`src/rtl/xfer_count_unit.sv`:
```
module xfer_count_unit #(
  parameter int AW = 24,
  parameter int CW = 16
) (
  input  logic          clk,
  input  logic          rst_n,
  input  logic          wr_en,
  input  logic [1:0]    wr_sel,
  input  logic [AW-1:0] wr_data,
  input  logic          split_mode,
  input  logic          word_mode,
  input  logic          src_step,
  input  logic          dst_step,
  input  logic          repeat_dst,
  input  logic          xfer_pulse,
  output logic [AW-1:0] src_addr,
  output logic [AW-1:0] dst_addr,
  output logic [CW-1:0] count,
  output logic          end_pulse,
  output logic          wrap_pulse,
  output logic          align_fault
);
  localparam int HW = CW / 2;

  logic [AW-1:0] src_q, dst_q, src_base, dst_base;
  logic [CW-1:0] cnt_q;
  logic          end_q, wrap_q, fault_q;

  // a write in the same cycle wins over a step
  wire go        = xfer_pulse && !wr_en;
  wire odd_ptr   = word_mode && (src_q[0] || dst_q[0]);
  wire take      = go && !odd_ptr;

  // step size from transfer width
  wire [AW-1:0] inc = {{(AW-2){1'b0}}, word_mode, !word_mode};
  wire [AW-1:0] src_adv = src_step ? src_q + inc : src_q;
  wire [AW-1:0] dst_adv = dst_step ? dst_q + inc : dst_q;

  wire [HW-1:0] lo = cnt_q[HW-1:0];
  wire [HW-1:0] hi = cnt_q[CW-1:HW];
  wire [HW-1:0] lo_one = {{(HW-1){1'b0}}, 1'b1};
  wire [CW-1:0] cw_one = {{(CW-1){1'b0}}, 1'b1};

  // split-mode reload when the low byte leaves one
  wire reload  = split_mode && (lo == lo_one);
  // linear count finishing
  wire finish  = !split_mode && (cnt_q == cw_one);

  logic [CW-1:0] cnt_nx;
  always_comb begin
    if (!split_mode)  cnt_nx = cnt_q - cw_one;
    else if (reload)  cnt_nx = {hi, hi};
    else              cnt_nx = {hi, lo - lo_one};
  end

  // repeat side returns to its written value on reload
  wire [AW-1:0] src_nx = (reload && !repeat_dst) ? src_base : src_adv;
  wire [AW-1:0] dst_nx = (reload &&  repeat_dst) ? dst_base : dst_adv;

  // registers and write port
  always_ff @(posedge clk or negedge rst_n) begin
    if (!rst_n) begin
      src_q    <= '0;
      dst_q    <= '0;
      src_base <= '0;
      dst_base <= '0;
      cnt_q    <= '0;
    end else if (wr_en) begin
      case (wr_sel)
        2'd0: begin src_q <= wr_data; src_base <= wr_data; end
        2'd1: begin dst_q <= wr_data; dst_base <= wr_data; end
        2'd2: cnt_q <= wr_data[CW-1:0];
        default: ;
      endcase
    end else if (take) begin
      src_q <= src_nx;
      dst_q <= dst_nx;
      cnt_q <= cnt_nx;
    end
  end

  // one-cycle status pulses
  always_ff @(posedge clk or negedge rst_n) begin
    if (!rst_n) begin
      end_q   <= 1'b0;
      wrap_q  <= 1'b0;
      fault_q <= 1'b0;
    end else begin
      end_q   <= take && finish;
      wrap_q  <= take && reload;
      fault_q <= go && odd_ptr;
    end
  end

  assign src_addr    = src_q;
  assign dst_addr    = dst_q;
  assign count       = cnt_q;
  assign end_pulse   = end_q;
  assign wrap_pulse  = wrap_q;
  assign align_fault = fault_q;
endmodule

```
`config.mk`:
```
export PLATFORM = sky130hd
export DESIGN_NAME = xfer_count_unit
export DESIGN_NICKNAME = d
export VERILOG_FILES = /design/src/rtl/xfer_count_unit.sv
export SDC_FILE = /design/constraint.sdc
export NUM_CORES = 1
export LEC_CHECK = 0
export BUFFER_PORTS_ARGS = -buffer_cell sky130_fd_sc_hd__buf_2
export CAP_MARGIN = 10
export CORE_MARGIN = 3
export CORE_UTILIZATION = 62
export DETAILED_ROUTE_END_ITERATION = 10
export PLACE_DENSITY = 0.86
export SLEW_MARGIN = 20
export SYNTH_ARGS = -nofsm -noshare
export SYNTH_HDL_FRONTEND = slang
export SYNTH_SLANG_ARGS = --single-unit
```
`constraint.sdc`:
```
create_clock -name clk -period 5.8 [get_ports clk]
set_input_delay 1.16 -clock clk [delete_from_list [all_inputs] [get_ports clk]]
set_output_delay 1.16 -clock clk [all_outputs]
set_load 0.005 [all_outputs]
```
== After elaboration in Yosys (flattened, before gate mapping) ==
Cells that the tools add are included.

* Output and inout bits: 67
* Logic and storage cells: 62
* Input port bits: 35
* Register bits after elaboration: 115

* Muxes and demuxes: 15
* Eq/ne operators: 8
* Add/subtract/negate cells: 4
* Reductions and logical operators: 26

{| class="wikitable"
|+ Operator list
! kind !! number
|-
| $mux W24 || 10
|-
| $mux W16 || 4
|-
| $add A24 B2 Y24 || 2
|-
| $eq A16 B1 Y1 const B || 1
|-
| $sub A16 B1 Y16 const B || 1
|-
| $logic_and A1 B1 Y1 || 10
|-
| $reduce_and A3 Y1 || 3
|-
| $eq A8 B1 Y1 const B || 1
|-
| $mux W8 || 1
|-
| $sub A8 B1 Y8 const B || 1
|-
| $ne A2 B1 Y1 const B || 3
|-
| $reduce_and A2 Y1 || 3
|-
| $reduce_bool A3 Y1 || 2
|-
| $logic_not A1 Y1 || 5
|-
| $eq A2 B1 Y1 const B || 1
|-
| $eq A2 B2 Y1 const B || 1
|-
| $logic_not A2 Y1 || 1
|-
| $ne A2 B2 Y1 const B || 1
|-
| $reduce_bool A2 Y1 || 1
|-
| $logic_or A1 B1 Y1 || 1
|}

== Logic depth before layout (Yosys ltp) ==
Gate-level depths: netlist (run 1).

* Depth after elaboration: 6
* Depth in mapped cells: 10
* Mapped depth without buffers: 9

== Least setup slack after synthesis (run 1) ==
OpenSTA, ideal clock, no wires.

* Kind: input to register
* Start point: input port word_mode
* End point: register dst_q[18] (netlist: dst_addr[18])
* Arrival: 3.723 ns
* Path slack: 1.995 ns
* Buffers on the path: 1
* Stages on the path: 10
* Library setup time: 0.082 ns
* Required time: 5.718 ns
* Cell sequence: inv_1 ha_1 inv_1 fa_1 nand3b_2 or4_1 buf_2 or4_1 a311o_1 a31oi_1

* Cells in the longest elaborated chain, start to end: 6
* Elaborated cells on any way between the ends: 11
* Classes of those cells: add/sub: 1; mux: 4; reduce/logical: 6

{| class="wikitable"
|+ RTL lines
! item !! line !! RTL
|-
| start: declaration || 11 || <nowiki>input logic word_mode,</nowiki>
|-
| $logic_not A1 Y1 || 35 || <nowiki>wire [AW-1:0] inc = {{(AW-2){1'b0}}, word_mode, !word_mode};</nowiki>
|-
| $add A24 B2 Y24 || 37 || <nowiki>wire [AW-1:0] dst_adv = dst_step ? dst_q + inc : dst_q;</nowiki>
|-
| $mux W24 || 37 ||
|-
| $mux W24 || 58 || <nowiki>wire [AW-1:0] dst_nx = (reload && repeat_dst) ? dst_base : dst_adv;</nowiki>
|-
| $mux W24 || 75 || <nowiki>end else if (take) begin</nowiki>
|-
| $mux W24 || 68 || <nowiki>end else if (wr_en) begin</nowiki>
|-
| end signal: assignment || 71 || <nowiki>2'd1: begin dst_q <= wr_data; dst_base <= wr_data; end</nowiki>
|-
| end signal: assignment || 77 || <nowiki>dst_q <= dst_nx;</nowiki>
|-
| end: declaration || 25 || <nowiki>logic [AW-1:0] src_q, dst_q, src_base, dst_base;</nowiki>
|}

Parallel ways exist; a longest one is shown, timed or not. The select of a mux whose other input is x is not followed.
A chain may end at the register's enable or synchronous reset.

== Worst setup path after layout (run 1) ==
Ends and elaborated chain as after synthesis.

==> flow_metrics.py, run 1 <==
metrics = {
    "global_routing": {
        "grt_pass1_vias": 6631,
        "grt_max_degree": 70,
        "grt_use_total_pct": 36.42,
        "antenna_found_initial": 1,
        "gr-total-overflow": 0,
        "grt_pass1_wl_mm": 33.66,
    },
    "route": {
        "dr.pass1.iters": 6,
        "drc_errors": 0,
        "drt-initial-drc-count": 930,
        "finalWirelength_mm": 21.33,
        "wl_per_cell_um": 21.02,
        "antenna_left": 0,
        "vias_per_cell": 6.793,
        "num_vias": 6895,
    },
    "logic_synthesis": {
        "synth_nets": 837,
        "syn_area_per_cell_um2": 8.410,
        "synth_cells": 794,
        "ys_warn_count": 0,
        "ys_seq_area_share_pct": 43.10,
        "yosys.cell_types.count": 69,
        "synth_edf_count": 0,
        "syn_area_um2": 6678,
        "synthFlopType": "dfrtp_1",
        "ys_ff_latch": 115,
        "async_reset_ff_share_pct": 100.0,
    },
    "clocking": {
        "cts_tree": "done",
        "cts.repair.resized": 0,
        "cts_max_level": 4,
        "cts_num_sinks": 115,
        "clockBufferDepth": 2,
        "hold_buffers": 0,
        "clk_pin_slew_ns": 0.06,
        "cts_buffers": 17,
        "cts_setup_buffers": 0,
        "clkLatencyLatePin_ns": 0.53,
        "ctsRootBufferMaster": "clkbuf_8",
    },
    "pwr": {
        "p_leak_nw": 3.532,
        "power.density_nw_per_um2": 379.5,
        "irDropWorstVdd_v": 0.0002169,
        "total_power_mw": 2.952,
    },
    "place": {
        "post-place-ws_ns": 1.632,
        "placed_cells": 985,
        "gpl.final_weighted_congestion": 0.9470,
        "placedInstanceArea_um2": 7228,
        "io_buffers": 101,
        "hpwlAfterDp_mm": 14.45,
    },
    "sta": {
        "setup_tns_ns": 0,
        "fmax_mhz": 269.8,
        "finalSetupViolations": 0,
        "layout_setup_ws_ns": 2.093,
        "timing.final.crit_share_pct": 63.91,
        "period_minus_slack_ns": 3.707,
        "grt_setup_unrepaired": "no",
        "hold_viol": 0,
        "drv_slew": 0,
        "worst_pin_slew_ns": 1.139,
        "slew_headroom_pct": 24.05,
        "clock_skew_ns": 0.007436,
    },
    "setup_path": {
        "worstPathMaxFanout": 6,
        "r2r_cells": 7,
        "worst_r2r_startpoint": "count[6]",
        "criticalPathCategory": "primary input to flip-flop",
        "reg2reg_to": "src_addr[10]",
        "crit_start": "word_mode",
        "setup.worst_path.end_class": "flip-flop",
        "arrival_ns": 4.15,
        "start_kind": "primary input",
        "crit_required_ns": 6.25,
        "r2r_setup_slack_ns": 2.55,
    },
    "cells_and_area": {
        "register_area_um2": 2878,
        "n_fill_cell": 791,
        "final_cell_area_um2": 7779,
        "drive_gt1_share_pct": 17.18,
        "fin_nets": 911,
        "area_growth_pct": 16.49,
        "antenna_cells": 0,
        "stdcell_count": 1015,
        "multi_input_area_um2": 3532,
    },
    "run_status": {
        "outcome": "complete, no violations",
    },
    "worst_hold_path": {
        "hp-class": "flip-flop to flip-flop",
        "hold_end": "src_base[5]",
        "min_from": "src_base[5]",
        "hold_depth": 2,
    },
    "floorplanning": {
        "io_pins": 102,
        "num_rows": 37,
        "fp.dieH_um": 109.8,
        "die_w_um": 109.8,
        "dieArea_um2": 12050,
        "core-area_um2": 10420,
        "start_util_pct": 64.11,
    },
    "run": {
        "drv_cap": 0,
    },
}
## worst max path at each step
stage / end / slack (ns) / cells past startpoint
after floorplan: dst_addr[18] / 2.00 / 10
after global placement: dst_addr[18] / 1.74 / 10
after detailed placement: dst_addr[18] / 1.63 / 10
after CTS: dst_addr[18] / 2.13 / 10
after global routing: dst_addr[18] / 1.95 / 10
final: dst_addr[18] / 2.09 / 10
## metrics by stage
step           util, %  hold slack (ns)
6_report         74.68           0.4761
2_1_floorplan        -           0.4379
3_5_place_dp     69.39           0.4637
4_1_cts          74.62           0.4770
3_3_place_gp     69.39           0.4536
5_1_grt          74.68           0.4894
## metal layers
metal / part of all wire, % / up-vias / global-route usage (%)
li1: - / 3024 / -
met4: 5.6 / 2 / 22.71
met2: 47 / 496 / 57.37
met5: 0.033 / - / 0
met3: 10 / 90 / 6.870
met1: 38 / 3283 / 46.21
## power by group
group	leakage, nW	switching, mW	internal, mW
clock	0.274	0.357	0.617
combinational	1.84	0.402	0.341
sequential	1.41	0.251	0.984
total	3.53	1.01	1.94
## worst max-delay path: stages
cell and delay (ns):
buf_2 0.13, inv_1 0.17, ha_1 0.21, inv_1 0.07
fa_1 0.40, nand3b_2 0.32, or4_1 0.69, or4_1 0.52
a311o_1 0.33, a31oi_1 0.16
## cell families (layout without fill, tap and decap cells)
family / count (synthesis) / in the layout / synth area share, %
xor+xnor: 24 / 24 / 3.148
fa+ha+maj: 8 / 8 / 1.724
buf+inv: 75 / 160 / 4.309
flops: 115 / 115 / 43.10
compound gates: 214 / 214 / 22.17
mux: 4 / 4 / 0.6371
simple gates: 354 / 354 / 24.92
## cells in the mapped netlist, types with 3 or more instances
cell type | number | share of area (%)
a211o_1 | 3 | 0.39
a211oi_1 | 19 | 2.1
a21o_1 | 5 | 0.56
a21oi_1 | 23 | 1.7
a22o_1 | 4 | 0.52
a311oi_1 | 5 | 0.66
a31oi_1 | 24 | 2.2
a32o_1 | 3 | 0.45
and2_1 | 10 | 0.94
and3_1 | 8 | 0.75
and4_1 | 4 | 0.52
buf_1 | 4 | 0.22
buf_2 | 5 | 0.37
clkbuf_1 | 47 | 2.6
dfrtp_1 | 115 | 43
ha_1 | 6 | 1.1
inv_1 | 18 | 1.0
nand2_1 | 170 | 9.6
nand2b_1 | 3 | 0.28
nand3_1 | 20 | 1.5
nand3b_1 | 3 | 0.34
nand4_1 | 16 | 1.5
nor2_1 | 64 | 3.6
nor2b_1 | 5 | 0.47
nor3_1 | 15 | 1.1
nor3b_1 | 5 | 0.56
nor4_1 | 9 | 0.84
o211ai_1 | 9 | 1.0
o21a_1 | 5 | 0.56
o21ai_0 | 13 | 0.97
o21ai_1 | 34 | 2.5
o221ai_1 | 5 | 0.66
o22a_1 | 14 | 1.8
o22ai_1 | 7 | 0.66
o31a_1 | 4 | 0.52
o31ai_1 | 12 | 1.3
o32a_1 | 4 | 0.60
o41ai_1 | 5 | 0.66
or4_1 | 6 | 0.67
xnor2_1 | 14 | 1.8
xor2_1 | 10 | 1.3
## final cells by class
class | instances | area share (%)
multi-input combinational | 604 | 45.41
sequential | 115 | 37.00
timing repair buffer | 111 | 7.496
clock buffer | 25 | 6.354
tap | 136 | 2.188
inverter | 19 | 0.9168
clock inverter | 5 | 0.6434
## registers in the layout, indices dropped and copies added, names as in the netlist
| signal | flops |
|---|---|
| end_pulse | 1 |
| dst_addr | 24 |
| count | 16 |
| dst_base | 24 |
| src_addr | 24 |
| align_fault | 1 |
| src_base | 24 |
| wrap_pulse | 1 |
## placed cells by master, fill, tap and decap left out, types with 7 or more instances in the layout
| master | netlist | layout |
|---|---|---|
| nand2_1 | 170 | 170 |
| o31ai_1 | 12 | 12 |
| buf_4 | 0 | 11 |
| nand4_1 | 16 | 16 |
| a31oi_1 | 24 | 24 |
| clkbuf_16 | 0 | 16 |
| o21ai_1 | 34 | 34 |
| nand3_1 | 20 | 20 |
| o211ai_1 | 9 | 9 |
| nor2_1 | 64 | 64 |
| dfrtp_1 | 115 | 115 |
| xor2_1 | 10 | 10 |
| nor3_1 | 15 | 14 |
| o22a_1 | 14 | 14 |
| a21oi_1 | 23 | 22 |
| o21ai_0 | 13 | 13 |
| inv_1 | 18 | 18 |
| and2_1 | 10 | 10 |
| xnor2_1 | 14 | 14 |
| and3_1 | 8 | 8 |
| o22ai_1 | 7 | 7 |
| a211oi_1 | 19 | 19 |
| nor4_1 | 9 | 8 |
| buf_2 | 5 | 100 |
No activity file was read; power rests on OpenSTA's default activity.
==> inputs of run 2 (changes only) <==
--- a/config.mk
+++ b/config.mk
@@ -5,12 +5,13 @@
 export SDC_FILE = /design/constraint.sdc
 export NUM_CORES = 1
 export LEC_CHECK = 0
+export ABC_AREA = 1
 export BUFFER_PORTS_ARGS = -buffer_cell sky130_fd_sc_hd__buf_2
 export CAP_MARGIN = 10
 export CORE_MARGIN = 3
-export CORE_UTILIZATION = 62
+export CORE_UTILIZATION = 53
 export DETAILED_ROUTE_END_ITERATION = 10
-export PLACE_DENSITY = 0.86
+export PLACE_DENSITY = 0.77
 export SLEW_MARGIN = 20
 export SYNTH_ARGS = -nofsm -noshare
 export SYNTH_HDL_FRONTEND = slang
==> constraint.sdc (replaced) <==
create_clock -name clk -period 3.3 [get_ports clk]
set_input_delay 0.66 -clock clk [delete_from_list [all_inputs] [get_ports clk]]
set_output_delay 0.66 -clock clk [all_outputs]
set_load 0.005 [all_outputs]
==> run 2 against run 1 <==
  * Combinational power rose by 110%
  * Largest power group unchanged
  * First-iteration DRC count fell by 22%
  * Die area grew 31%
  * Via count is 14% higher
  * Design area increased by 13%
  * Routed wire length up 8.6%
  * Non-clock buffer count down 1
  * Global-route usage shrank 6.3 points
  * Largest cell class unchanged
==> flow_metrics.py, run 2 <==
metrics = {
    "run_status": {
        "outcome": "complete, no violations",
    },
    "global_routing": {
        "gr-total-overflow": 0,
        "grt_pass1_wl_mm": 38.07,
        "grt_use_total_pct": 30.07,
        "grt_max_degree": 54,
        "antenna_found_initial": 0,
        "grt_pass1_vias": 7449,
    },
    "logic_synthesis": {
        "synth_top_family_by_area": "simple AND/OR/NAND/NOR gates",
        "synth_edf_count": 0,
        "synth_most_common_cell": "nand2_1",
        "synth_nets": 1204,
        "syn_area_um2": 7557,
        "synth_top_area_share_pct": 38.08,
        "ys_ff_latch": 115,
        "synthFlopType": "dfrtp_1",
        "syn_area_per_cell_um2": 6.509,
        "netlist_top_cells_count": "341 x nand2_1, 206 x nor2_1, 151 x inv_1, 115 x dfrtp_1, 91 x o21ai_0",
        "synth_compound_area_share_pct": 11.64,
        "yosys.area.top_type": "dfrtp_1",
        "ys_warn_count": 0,
        "yosys.cell_types.count": 35,
        "synthXorXnorAreaFrac_pct": 1.391,
        "synth_cells": 1161,
        "synth.area.mux_share_pct": 0,
        "ys_seq_area_share_pct": 38.08,
        "synth-simple-area-share_pct": 36.61,
        "async_reset_ff_share_pct": 100.0,
        "synth.area.top_cells": "dfrtp_1 38%, nand2_1 17%, nor2_1 10%",
        "synthAdderAreaFrac_pct": 1.523,
    },
    "setup_path": {
        "setup.worst_path.end_class": "flip-flop",
        "criticalPathCategory": "primary input to flip-flop",
        "worst_r2r_startpoint": "count[1]",
        "start_kind": "primary input",
        "crit_required_ns": 3.60,
        "worstPathMaxFanout": 8,
        "arrival_ns": 2.81,
        "crit_start": "word_mode",
    },
    "clocking": {
        "ctsRootBufferMaster": "clkbuf_16",
        "hold_buffers": 0,
        "cts_buffers": 17,
        "cts_max_level": 4,
        "clockBufferDepth": 2,
        "cts_num_sinks": 115,
        "clkLatencyLatePin_ns": 0.42,
        "clk_pin_slew_ns": 0.05,
        "cts_setup_buffers": 0,
        "cts_tree": "done",
        "cts.repair.resized": 0,
    },
    "floorplanning": {
        "dieArea_um2": 15730,
        "core-area_um2": 13930,
        "start_util_pct": 54.23,
        "num_rows": 43,
        "fp.dieH_um": 125.4,
        "die_w_um": 125.4,
        "io_pins": 102,
    },
    "route": {
        "num_vias": 7854,
        "antenna_left": 0,
        "drc_errors": 0,
        "wl_met2_mm": 10.63,
        "vias_per_cell": 5.450,
        "routed.top_layer": "met4",
        "drt-met1-wl_mm": 10.04,
        "drt-initial-drc-count": 726,
        "dr.pass1.iters": 6,
        "wl_met3_mm": 1.892,
        "wl_per_cell_um": 16.08,
        "finalWirelength_mm": 23.18,
    },
    "cells_and_area": {
        "fin_nets": 1291,
        "register_area_um2": 2878,
        "mostFrequentLayoutCell": "nand2_1",
        "final_cell_mix": "341 x nand2_1, 206 x nor2_1, 151 x inv_1",
        "drive_gt1_share_pct": 13.40,
        "area_growth_pct": 16.09,
        "stdcell_count": 1441,
        "n_fill_cell": 1294,
        "antenna_cells": 0,
        "multi_input_area_um2": 3866,
    },
    "sta": {
        "timing.final.crit_share_pct": 76.10,
        "period_minus_slack_ns": 2.511,
        "clock_skew_ns": 0.007526,
        "drv_slew": 0,
        "worst_pin_slew_ns": 0.7096,
        "hold_viol": 0,
        "finalSetupViolations": 0,
        "setup_tns_ns": 0,
        "fmax_mhz": 398.2,
        "slew_headroom_pct": 52.33,
        "grt_setup_unrepaired": "no",
    },
    "pwr": {
        "p_leak_nw": 4.672,
        "total_power_mw": 5.729,
        "power.density_nw_per_um2": 653.0,
        "irDropWorstVdd_v": 0.0004391,
    },
    "place": {
        "gpl.final_weighted_congestion": 0.9407,
        "io_buffers": 101,
        "hpwlAfterDp_mm": 16.79,
        "placed_cells": 1409,
    },
    "run": {
        "drv_cap": 0,
    },
    "worst_hold_path": {
        "hp-class": "primary input to async pin",
    },
}
==> run 2: changes by cell type after synthesis, moves of 10 or more <==
cell	delta
clkbuf_1	-28
o22a_1	-14
nor3_1	-10
a31oi_1	-22
inv_1	+133
nand3_1	+55
a211oi_1	-19
o21ai_1	-29
o21ai_0	+78
a21oi_1	+22
nand2_1	+171
o31ai_1	-11
nor2_1	+142
==> run 2: path summary, 6_finish.rpt <==
path                       slack (ns)  cells after the start           end
max in group asynchronous        2.37                      2      count[7]
max                              0.79                     14   dst_addr[6]
min                              0.21                      1  dst_addr[11]
max reg2reg                      0.94                     11  src_addr[10]
min in group clk                 0.47                      3   align_fault
min reg2reg                      0.48                      2   dst_base[5]
==> run 2: cell families (layout without fill, tap and decap cells) <==
logic type	after synthesis	in the layout
AOI/OAI and AO/OA	163	163
adders and majority gates	8	8
buffers and inverters	194	294
DFF	115	115
xor gates and xnor gates	12	12
and+or+nand+nor	669	669
==> run 2: through the flow <==
step	utilization, %	hold slack (ns)	instance area [um^2]	worst slack (ns)
final	62.96	0.2097	8773	0.7886
after floorplan	-	0.3644	7557	0.8359
after detailed placement	58.34	0.4692	8129	0.4606
after global routing	62.96	0.2587	8773	0.5621
after global placement	58.34	0.4635	8129	0.5286
after CTS	62.96	0.2482	8773	0.8280
==> run 2: final cells by class <==
class | count | share of cell area (%)
Inverter | 152 | 6.517
Multi-Input combinational cell | 852 | 44.07
Timing Repair Buffer | 110 | 6.703
Clock inverter | 11 | 1.982
Sequential cell | 115 | 32.80
Tap cell | 180 | 2.567
Clock buffer | 21 | 5.362
==> run 2: layer usage <==
| metal | global-route usage [%] | up-vias |
|---|---|---|
| li1 | - | 3818 |
| met1 | 41.46 | 3654 |
| met2 | 46.95 | 344 |
| met3 | 6.792 | 38 |
| met4 | 10.59 | 0 |
| met5 | 0 | - |
==> run 2: where the power goes <==
part,internal [mW],switching (mW)
clock network,1.33,0.692
registers,1.72,0.450
logic,0.614,0.928
==> run 2: worst max-delay path, cell delays in order <==
cell and delay (ns):
buf_2 0.13, inv_1 0.18, ha_1 0.24, inv_1 0.07, fa_1 0.42, inv_1 0.09
nand2_1 0.07, nor2_1 0.41, xnor2_1 0.17, nand2_1 0.06, nand3_1 0.08, nand2_1 0.07
nand2_1 0.08, nand2_1 0.07
==> inputs of run 3 (changes only) <==
--- a/config.mk
+++ b/config.mk
@@ -9,9 +9,9 @@
 export BUFFER_PORTS_ARGS = -buffer_cell sky130_fd_sc_hd__buf_2
 export CAP_MARGIN = 10
 export CORE_MARGIN = 3
-export CORE_UTILIZATION = 53
+export CORE_UTILIZATION = 59
 export DETAILED_ROUTE_END_ITERATION = 10
-export PLACE_DENSITY = 0.77
+export PLACE_DENSITY = 0.81
 export SLEW_MARGIN = 20
 export SYNTH_ARGS = -nofsm -noshare
 export SYNTH_HDL_FRONTEND = slang
==> constraint.sdc (replaced) <==
create_clock -name clk -period 2.6 [get_ports clk]
set_input_delay 0.52 -clock clk [delete_from_list [all_inputs] [get_ports clk]]
set_output_delay 0.52 -clock clk [all_outputs]
set_load 0.005 [all_outputs]
==> run 3 against run 2 <==
  * Design area is 0.46% higher
  * Register-to-register slack worse by 0.53 ns
  * Die area is 9.7% lower
  * Critical path type is now flip-flop to flip-flop
  * Critical endpoint is now dst_addr[8]
  * Largest power group unchanged
==> flow_metrics.py, run 3 (same netlist as run 2, synthesis figures left out) <==
metrics = {
    "clocking": {
        "cts_max_level": 4,
        "cts.repair.resized": 0,
        "clkLatencyLatePin_ns": 0.42,
        "clk_pin_slew_ns": 0.05,
        "cts_num_sinks": 115,
        "clockBufferDepth": 2,
        "cts_tree": "done",
        "hold_buffers": 0,
        "cts_setup_buffers": 0,
        "cts_buffers": 17,
        "ctsRootBufferMaster": "clkbuf_16",
    },
    "floorplanning": {
        "die_w_um": 119.2,
        "dieArea_um2": 14200,
        "core-area_um2": 12260,
        "start_util_pct": 61.63,
        "fp.dieH_um": 119.2,
        "num_rows": 40,
        "io_pins": 102,
    },
    "cells_and_area": {
        "drive_gt1_share_pct": 13.95,
        "antenna_cells": 0,
        "final_cell_mix": "341 x nand2_1, 206 x nor2_1, 151 x inv_1",
        "mostFrequentLayoutCell": "nand2_1",
        "area_growth_pct": 16.62,
        "fin_nets": 1301,
        "stdcell_count": 1437,
    },
    "pwr": {
        "seqPwrFrac_pct": 38.0,
        "irDropWorstVdd_v": 0.0005751,
        "p_leak_nw": 4.716,
        "p_int_mw": 4.639,
        "p_comb_share_pct": 27.5,
        "power.density_nw_per_um2": 820.9,
        "clock_power_share_pct": 34.5,
        "p_sw_mw": 2.596,
        "p_sw_share_pct": 35.89,
    },
    "global_routing": {
        "grt_pass1_wl_mm": 37.29,
        "gr-total-overflow": 0,
        "use_met2_pct": 52.17,
        "antenna_found_initial": 0,
        "grt_use_total_pct": 33.37,
        "use_met3_pct": 7.455,
        "grt_pass1_vias": 7289,
        "globalRouteMet1Util_pct": 44.78,
        "grt-busiest-layer": "met2",
        "grt_max_degree": 53,
    },
    "sta": {
        "slew_headroom_pct": 55.28,
        "hold_viol": 0,
        "whs_ns": 0.09882,
        "setup_tns_ns": 0,
        "grt_setup_unrepaired": "no",
        "clock_skew_ns": 0.007260,
        "drv_slew": 0,
        "finalSetupViolations": 0,
        "fmax_mhz": 455.9,
        "timing.final.crit_share_pct": 84.37,
        "worst_pin_slew_ns": 0.6684,
        "period_minus_slack_ns": 2.194,
    },
    "setup_path": {
        "criticalPathCategory": "flip-flop to flip-flop",
        "worstPathMaxFanout": 4,
        "crit_required_ns": 2.95,
        "arrival_ns": 2.54,
        "start_kind": "flip-flop",
        "setup.worst_path.end_class": "flip-flop",
    },
    "place": {
        "hpwlAfterDp_mm": 16.78,
        "placed_cells": 1407,
        "gpl.final_weighted_congestion": 0.9813,
        "io_buffers": 101,
    },
    "route": {
        "vias_per_cell": 5.577,
        "dr.pass1.iters": 6,
        "drc_errors": 0,
        "drt-initial-drc-count": 875,
        "antenna_left": 0,
        "wl_per_cell_um": 16.36,
        "num_vias": 8014,
        "finalWirelength_mm": 23.50,
    },
    "run": {
        "drv_cap": 0,
    },
    "worst_hold_path": {
        "hp-class": "primary input to async pin",
    },
    "run_status": {
        "outcome": "complete, no violations",
    },
}
-- run 3: final timing paths --
check                                  start      endpoint  slack (ns)  cells after the start
max in group asynchronous              rst_n  src_addr[15]        1.83                      2
worst max-delay path             dst_addr[0]   dst_addr[8]        0.41                     12
worst min-delay path                   rst_n   dst_addr[1]         0.1                      1
min in group clk                  xfer_pulse   align_fault        0.35                      3
worst min register to register  src_base[16]  src_base[16]        0.48                      2
worst max register to register   dst_addr[0]   dst_addr[8]        0.41                     12
-- run 3: metrics by stage --
step,power [mW],util [%],area (um^2),setup slack [ns]
finish,7.235,71.88,8813,0.4064
global route,7.651,71.88,8813,0.1986
CTS,7.207,71.88,8813,0.4500
detailed placement,4.698,66.79,8189,0.1428
global placement,4.648,66.79,8189,0.2052
floorplan,3.888,-,7557,0.2759
-- run 3: routing by layer --
metal | vias to the layer above | wire length, um
met3 | 67 | 2408
met5 | - | 0
met1 | 3667 | 9426
li1 | 3826 | -
met2 | 454 | 10820
met4 | 0 | 845
-- run 3: area by class of cell --
| type | instances | area (um^2) |
|---|---|---|
| Timing Repair Buffer | 120 | 663.1 |
| Inverter | 152 | 571.8 |
| Tap cell | 168 | 210.2 |
| Sequential cell | 115 | 2878 |
| Clock buffer | 21 | 470.5 |
| Multi-Input combinational cell | 852 | 3866 |
| Fill cell | 1027 | 3448 |
| Clock inverter | 9 | 153.9 |
-- run 3: power by group through the flow --
stage                     Clock (mW)  Sequential [mW]  Combinational (mW)
after detailed placement           0             2.74                1.96
after global routing            2.59             2.79                2.27
after floorplan                    0             2.60                1.29
final                           2.50             2.75                1.99
after global placement             0             2.73                1.91
after CTS                       2.51             2.72                1.98
-- run 3: critical path, stage by stage, from the launching register on --
cell,delay (ns)
dfrtp_1,0.38
ha_1,0.20
inv_1,0.07
fa_1,0.42
inv_1,0.11
nand2_1,0.08
nor3_1,0.40
nand2_1,0.11
nand2_1,0.09
nor2_1,0.05
nor2_1,0.09
nor2_1,0.05
nor2_1,0.08
